## src/rtl/mrm_pkg.sv

```systemverilog
package mrm_pkg;

  typedef enum logic [3:0] {
    ST_IDLE = 4'd0,
    ST_IA   = 4'd1,
    ST_W0   = 4'd2,
    ST_W1   = 4'd3,
    ST_W2   = 4'd4,
    ST_W3   = 4'd5,
    ST_SRC  = 4'd6,
    ST_DST  = 4'd7,
    ST_WB   = 4'd8,
    ST_NXT  = 4'd9
  } step_t;

  localparam int unsigned NREG = 8;

  // register codes, chosen so that each step maps to a fixed target
  localparam logic [2:0] RC_SD = 3'd0;  // source data
  localparam logic [2:0] RC_MG = 3'd1;  // merge value (not stored)
  localparam logic [2:0] RC_MK = 3'd2;  // mask
  localparam logic [2:0] RC_DD = 3'd3;  // destination data
  localparam logic [2:0] RC_NR = 3'd4;  // next address / rotate
  localparam logic [2:0] RC_SA = 3'd5;  // source address
  localparam logic [2:0] RC_DA = 3'd6;  // destination address
  localparam logic [2:0] RC_IA = 3'd7;  // instruction address

endpackage

```

## src/rtl/mrm_seq.sv

```systemverilog
module mrm_seq
  import mrm_pkg::*;
(
  input  logic  clk,
  input  logic  rst,
  input  logic  run,
  input  logic  step_req,
  output step_t step
);

  step_t step_n;

  always_comb begin
    step_n = step;
    case (step)
      ST_IDLE: if (run || step_req) step_n = ST_IA;
      ST_IA:   step_n = ST_W0;
      ST_W0:   step_n = ST_W1;
      ST_W1:   step_n = ST_W2;
      ST_W2:   step_n = ST_W3;
      ST_W3:   step_n = ST_SRC;
      ST_SRC:  step_n = ST_DST;
      ST_DST:  step_n = ST_WB;
      ST_WB:   step_n = ST_NXT;
      ST_NXT:  step_n = run ? ST_IA : ST_IDLE;
      default: step_n = ST_IDLE;
    endcase
  end

  always_ff @(posedge clk) begin
    if (rst) step <= ST_IDLE;
    else     step <= step_n;
  end

  p_advance_r2: assert property (@(posedge clk) disable iff (rst)
    (step != ST_IDLE && step != ST_NXT) |=> (step == 4'($past(step) + 4'd1)));

  p_start_r2: assert property (@(posedge clk) disable iff (rst)
    (step == ST_IDLE && (run || step_req)) |=> (step == ST_IA));

  p_halt_r2: assert property (@(posedge clk) disable iff (rst)
    (step == ST_NXT && !run) |=> (step == ST_IDLE));

endmodule

```

## src/rtl/mrm_mem.sv

```systemverilog
module mrm_mem #(
  parameter int unsigned W = 4
) (
  input  logic         clk,
  input  logic         rst,
  input  logic         we,
  input  logic [W-1:0] waddr,
  input  logic [W-1:0] wdata,
  input  logic [W-1:0] raddr,
  output logic [W-1:0] rdata,
  input  logic [W-1:0] paddr,
  output logic [W-1:0] pdata
);

  localparam int unsigned DEPTH = 1 << W;

  logic [W-1:0] ram [DEPTH];

  always_ff @(posedge clk) begin
    if (we) ram[waddr] <= wdata;
  end

  // execution port: same-cycle read so each step is one clock
  assign rdata = ram[raddr];

  // debug port: registered read, old data on a colliding write
  always_ff @(posedge clk) begin
    if (rst) pdata <= '0;
    else     pdata <= ram[paddr];
  end

endmodule

```

## src/rtl/mrm_dp.sv

```systemverilog
module mrm_dp
  import mrm_pkg::*;
#(
  parameter int unsigned W = 4
) (
  input  logic         clk,
  input  logic         rst,
  input  step_t        step,
  input  logic [W-1:0] rd_data,
  input  logic [2:0]   dbg_sel,
  output logic [W-1:0] mem_addr,
  output logic [W-1:0] mem_wdata,
  output logic         mem_we,
  output logic [W-1:0] dbg_reg
);

  localparam int unsigned IDXW = 2;             // four words per instruction
  localparam int unsigned ROTW = $clog2(W);     // rotate amount width

  logic [W-1:0] r_q [NREG];
  logic [W-1:0] merge;
  logic [W-1:0] rot;
  logic         ld_en;
  logic [2:0]   ld_code;
  logic [3:0]   idx_full;

  function automatic logic [W-1:0] rotl(input logic [W-1:0] v,
                                        input logic [ROTW-1:0] n);
    logic [2*W-1:0] d;
    d = {v, v} << n;
    return d[2*W-1:W];
  endfunction

  // step -> register target
  always_comb begin
    ld_en   = 1'b1;
    ld_code = RC_IA;
    case (step)
      ST_IA:   ld_code = RC_IA;
      ST_W0:   ld_code = RC_SA;
      ST_W1:   ld_code = RC_DA;
      ST_W2:   ld_code = RC_MK;
      ST_W3:   ld_code = RC_NR;
      ST_SRC:  ld_code = RC_SD;
      ST_DST:  ld_code = RC_DD;
      default: ld_en   = 1'b0;
    endcase
  end

  // address routing; word 0 when no source is selected
  assign idx_full = step - ST_W0;
  always_comb begin
    case (step)
      ST_W0, ST_W1, ST_W2, ST_W3:
        mem_addr = {r_q[RC_IA][W-1:IDXW], idx_full[IDXW-1:0]};
      ST_SRC:          mem_addr = r_q[RC_SA];
      ST_DST, ST_WB:   mem_addr = r_q[RC_DA];
      default:         mem_addr = '0;
    endcase
  end

  assign rot       = rotl(r_q[RC_SD], r_q[RC_NR][ROTW-1:0]);
  assign merge     = (rot & r_q[RC_MK]) | (r_q[RC_DD] & ~r_q[RC_MK]);
  assign mem_we    = (step == ST_WB) || (step == ST_NXT);
  assign mem_wdata = (step == ST_WB) ? merge : r_q[RC_NR];

  for (genvar c = 0; c < NREG; c++) begin : g_reg
    if (c == RC_MG) begin : g_merge
      assign r_q[c] = merge;
    end else begin : g_store
      logic [W-1:0] q;
      always_ff @(posedge clk) begin
        if (rst)                                 q <= '0;
        else if (ld_en && ld_code == 3'(c))      q <= rd_data;
      end
      assign r_q[c] = q;
    end
  end

  always_ff @(posedge clk) begin
    if (rst) dbg_reg <= '0;
    else     dbg_reg <= r_q[dbg_sel];
  end

  p_ia_load_r3: assert property (@(posedge clk) disable iff (rst)
    (step == ST_IA) |=> (r_q[RC_IA] == $past(rd_data)));

  p_fetch_seq_r4: assert property (@(posedge clk) disable iff (rst)
    (step == ST_W1 || step == ST_W2 || step == ST_W3)
      |-> (mem_addr == W'($past(mem_addr) + 1'b1)));

  p_keep_dst_r7: assert property (@(posedge clk) disable iff (rst)
    (step == ST_WB) |-> (((mem_wdata ^ r_q[RC_DD]) & ~r_q[RC_MK]) == '0));

  p_next_word0_r8: assert property (@(posedge clk) disable iff (rst)
    (step == ST_NXT) |-> (mem_we && mem_addr == '0 && mem_wdata == r_q[RC_NR]));

endmodule

```

## src/rtl/mrm_core.sv

```systemverilog
module mrm_core
  import mrm_pkg::*;
#(
  parameter int unsigned W = 4
) (
  input  logic         clk,
  input  logic         rst,
  input  logic         run,
  input  logic         step_req,
  input  logic         pre_we,
  input  logic [W-1:0] pre_addr,
  input  logic [W-1:0] pre_data,
  input  logic [2:0]   dbg_sel,
  output logic [3:0]   dbg_step,
  output logic [W-1:0] dbg_reg,
  output logic [W-1:0] dbg_mem
);

  step_t        step;
  logic [W-1:0] ex_addr;
  logic [W-1:0] ex_wdata;
  logic         ex_we;
  logic [W-1:0] rd_data;
  logic         pre_ok;
  logic         m_we;
  logic [W-1:0] m_waddr;
  logic [W-1:0] m_wdata;

  mrm_seq u_seq (
    .clk      (clk),
    .rst      (rst),
    .run      (run),
    .step_req (step_req),
    .step     (step)
  );

  mrm_dp #(.W(W)) u_dp (
    .clk       (clk),
    .rst       (rst),
    .step      (step),
    .rd_data   (rd_data),
    .dbg_sel   (dbg_sel),
    .mem_addr  (ex_addr),
    .mem_wdata (ex_wdata),
    .mem_we    (ex_we),
    .dbg_reg   (dbg_reg)
  );

  assign pre_ok  = pre_we && (step == ST_IDLE);
  assign m_we    = !rst && (ex_we || pre_ok);
  assign m_waddr = ex_we ? ex_addr  : pre_addr;
  assign m_wdata = ex_we ? ex_wdata : pre_data;

  mrm_mem #(.W(W)) u_mem (
    .clk   (clk),
    .rst   (rst),
    .we    (m_we),
    .waddr (m_waddr),
    .wdata (m_wdata),
    .raddr (ex_addr),
    .rdata (rd_data),
    .paddr (pre_addr),
    .pdata (dbg_mem)
  );

  assign dbg_step = step;

  p_pre_idle_r10: assert property (@(posedge clk) disable iff (rst)
    (m_we && !ex_we) |-> (step == ST_IDLE && pre_we));

endmodule

```

## config.mk

```make
export PLATFORM = sky130hd
export DESIGN_NAME = mrm_core
export DESIGN_NICKNAME = d
export VERILOG_FILES = /design/src/rtl/mrm_pkg.sv /design/src/rtl/mrm_seq.sv /design/src/rtl/mrm_mem.sv /design/src/rtl/mrm_dp.sv /design/src/rtl/mrm_core.sv
export SDC_FILE = /design/constraint.sdc
export NUM_CORES = 1
export LEC_CHECK = 0
export BUFFER_PORTS_ARGS = -buffer_cell sky130_fd_sc_hd__buf_2
export CELL_PAD_IN_SITES_DETAIL_PLACEMENT = 0
export CELL_PAD_IN_SITES_GLOBAL_PLACEMENT = 2
export CORE_ASPECT_RATIO = 1.75
export CORE_UTILIZATION = 40
export CTS_CLUSTER_SIZE = 25
export DETAILED_ROUTE_END_ITERATION = 8
export GPL_ROUTABILITY_DRIVEN = 0
export PLACE_DENSITY = 0.73
export SLEW_MARGIN = 5
export SYNTH_ARGS = -nofsm -noshare
export SYNTH_HDL_FRONTEND = slang
export SYNTH_HIERARCHICAL = 1
export SYNTH_SLANG_ARGS = --single-unit
```

## constraint.sdc

```tcl
create_clock -name clk -period 5.35 [get_ports clk]
set_clock_uncertainty 0.2 [all_clocks]
set_input_delay 0.2675 -clock clk [delete_from_list [all_inputs] [get_ports clk]]
set_output_delay 0.2675 -clock clk [all_outputs]
set_load 0.05 [all_outputs]
```

==> out/metrics.csv <==
metric;value;unit
cts.sinks;104;
antenna_found_initial;0;
netlist.area_leader.share;35.7;%
grt_overflow;0;
wl_per_cell;23.1;microns
synth_async_sr_flop_share;0;%
top_register;u_mem/ram;
fp-row-count;55;
peakVddDrop;0.164;mV
drive_gt1_share;19.2;%
synth_edf_count;64;
synth_area_leaders;edfxtp_1 36%, dfxtp_1 15%, mux4_1 11%;
firstDrtPassIters;5;
setup_violations;0;
slew_headroom;35.7;%
grt_util_met1;21.5;%
endpoint_kind;flip-flop;
crit_chain;nor4b_2, buf_4, o21ai_0, o21ai_1, buf_4, mux4_1, a22oi_1, nand2_1, mux2i_1, nor2_1;
fp.dieH;155;microns
rsz0062_at_grt;false;
fin_hold_ws;28.8;ps
worstSetupPathDepth;10;
cts-htree-levels;3;
dpl.hpwl;10.2;mm
max_clock_freq;252;MHz
placed_area;0.00558;sq mm
cts_max_path_buffers;2;
drt_iter0_markers;128;
crit_slowest_cell;dfxtp_1;
holdPathStages;3;
p_comb_share;11.4;%
p_sw_share;26.3;%
maxSlewViolCount;0;
worst_ep_required_time;5360;ps
avgSynthCellArea;13.7;sq um
cts-buffers-inserted;9;
largest_reg_flops;64;
grt_pass1_wl;20.7;mm
clk_latency;350;ps
grt_use_met2;39.1;%
vias_per_cell;5.84;
grt_pass1_vias;3461;
clockPowerShare;38.9;%
cpPeakStageDelay;900;ps
crit_path_start_kind;flip-flop;
area_growth;9.67;%
ios;28;
grt.busiest_layer;met2;
seq_power_share;49.7;%
tritoncts;yes;
tightestPinTransition;950;ps
core;0.0130;sq mm
finalHoldViolCount;0;
syn-cell-area;0.00538;sq mm
synth.most_common_cell;edfxtp_1;
critPathTopFamily;flip-flops;
cts_hold_buf;1;
outcome;finished clean;
path_max_fanout;22;
fin_area;0.00590;sq mm
synth_cells;394;
worstSetupPathType;flip-flop to flip-flop;
min_path_type;input port to flip-flop;
cellLeakagePower;2.06;nW
grt_usage;21.2;%
clk_pin_slew_worst_paths;80;ps
io_buffers;27;
grt_start_max_net_pins;43;
crit_top_cell;buf_4;
die_w;89.7;microns
synth_ff_type;edfxtp_1;
post-route-min-period;3980;ps
largestRegisters;u_mem/ram (64), u_dp/g.g_store.q (28);
synth_seq_cells;104;
period_share;74.3;%
drtAntennaViolNets;0;
power_density;304;mW/mm^2
drc;0;
synth-seq-area-share;50.6;%
setup_tns;0;ps
drv_cap;0;
synthDistinctLibCells;48;
cp.arrival;3980;ps
power.switching;0.473;mW
diodes;0;
synth_common_cells;64 x edfxtp_1, 52 x nor2_1, 40 x dfxtp_1, 40 x mux2i_1, 22 x mux4_1;
yosys.area.top_type;edfxtp_1;
drt-total-wl;13.6;mm
grtUsageMet3;3.24;%
postCtsSetupRepairBufs;0;
fin_nets;428;
cts-root-buf;clkbuf_16;
post_cts_resized;0;
start_util;41.4;%
p_int;1.32;mW
vias;3431;
path_buf_inv;2;
die_area;0.0139;sq mm
synth_nets;410;
ys_warn_count;6;
reg2regPathDepth;10;
[worst min-delay path: stages]
cell	delay, ps
buf_2	90
o21ai_1	120
a211oi_1	50
[routing by layer]
metal | up-vias | share of wire [%]
li1 | 1592 | -
met2 | 76 | 56
met5 | - | 0
met4 | 0 | 5.6
met3 | 33 | 2.1
met1 | 1730 | 36
[through the flow]
stage / std cells / utilization [%] / power (mW) / worst slack [ps]
after floorplan: 394 / - / 1.06 / 1870
after global placement: 571 / 42.9 / 1.12 / 1520
after detailed placement: 571 / 42.9 / 1.12 / 1440
after CTS: 588 / 45.4 / 1.82 / 1420
after global routing: 588 / 45.4 / 1.87 / 1180
final: 588 / 45.4 / 1.80 / 1370
[final cells by class]
type | instances | area, sq um
clock buffers | 9 | 225
clock inverters | 7 | 86.3
fillers | 1177 | 7110
inverters | 5 | 18.8
multi-input cells | 260 | 2460
flip-flops and latches | 104 | 2720
well taps | 171 | 214
repair buffers | 32 | 175
[worst paths after layout]
path                                      startpoint                                       to  slack, ps
max                       u_seq/step[3]$_SDFFE_PP0P_  u_dp/g_reg[4].g_store.q[3]$_SDFFE_PP0P_       1370
min                                         step_req               u_seq/step[0]$_SDFFE_PP0P_         30
max reg2reg               u_seq/step[3]$_SDFFE_PP0P_  u_dp/g_reg[4].g_store.q[3]$_SDFFE_PP0P_       1370
min reg2reg  u_dp/g_reg[7].g_store.q[0]$_SDFFE_PP0P_  u_dp/g_reg[7].g_store.q[0]$_SDFFE_PP0P_        290
[cells by family after synthesis]
family                 synth area share [%]
AND/OR/NAND/NOR                        12.0
AO/OA/AOI/OAI                          7.00
buffers and inverters                  3.81
flip-flops                             50.6
XOR/XNOR                              0.488
multiplexers                           26.1
[cells in the final DEF (no fill, tap or decap), types with 2 or more instances in the layout]
| cell | count |
|---|---|
| clkbuf_16 | 9 |
| inv_8 | 3 |
| o21ai_0 | 6 |
| o221ai_1 | 4 |
| a211oi_1 | 5 |
| o32ai_1 | 4 |
| and2_1 | 3 |
| nand2_1 | 11 |
| mux4_1 | 22 |
| dfxtp_1 | 40 |
| nand2b_1 | 7 |
| nor2b_1 | 9 |
| inv_6 | 2 |
| nor3b_1 | 2 |
| buf_2 | 27 |
| a21oi_1 | 16 |
| nor3_1 | 7 |
| inv_1 | 5 |
| mux2_2 | 12 |
| nor2_1 | 52 |
| nand3_1 | 6 |
| buf_4 | 4 |
| mux2i_1 | 40 |
| mux4_2 | 13 |
| a31oi_1 | 2 |
| nand4b_1 | 3 |
| o21ai_1 | 2 |
| a221o_1 | 2 |
| xnor2_1 | 2 |
| nor4b_4 | 3 |
| a22oi_1 | 9 |
| nand3b_1 | 3 |
| edfxtp_1 | 64 |
[power by group through the flow]
| stage | Combinational [mW] | Sequential, mW | Clock (mW) |
|---|---|---|---|
| finish | 0.206 | 0.893 | 0.698 |
| global route | 0.221 | 0.896 | 0.749 |
| CTS | 0.208 | 0.893 | 0.716 |
| detailed placement | 0.207 | 0.911 | 0 |
| global placement | 0.206 | 0.911 | 0 |
| floorplan | 0.142 | 0.921 | 0 |
No activity file was read; power rests on OpenSTA's default activity.
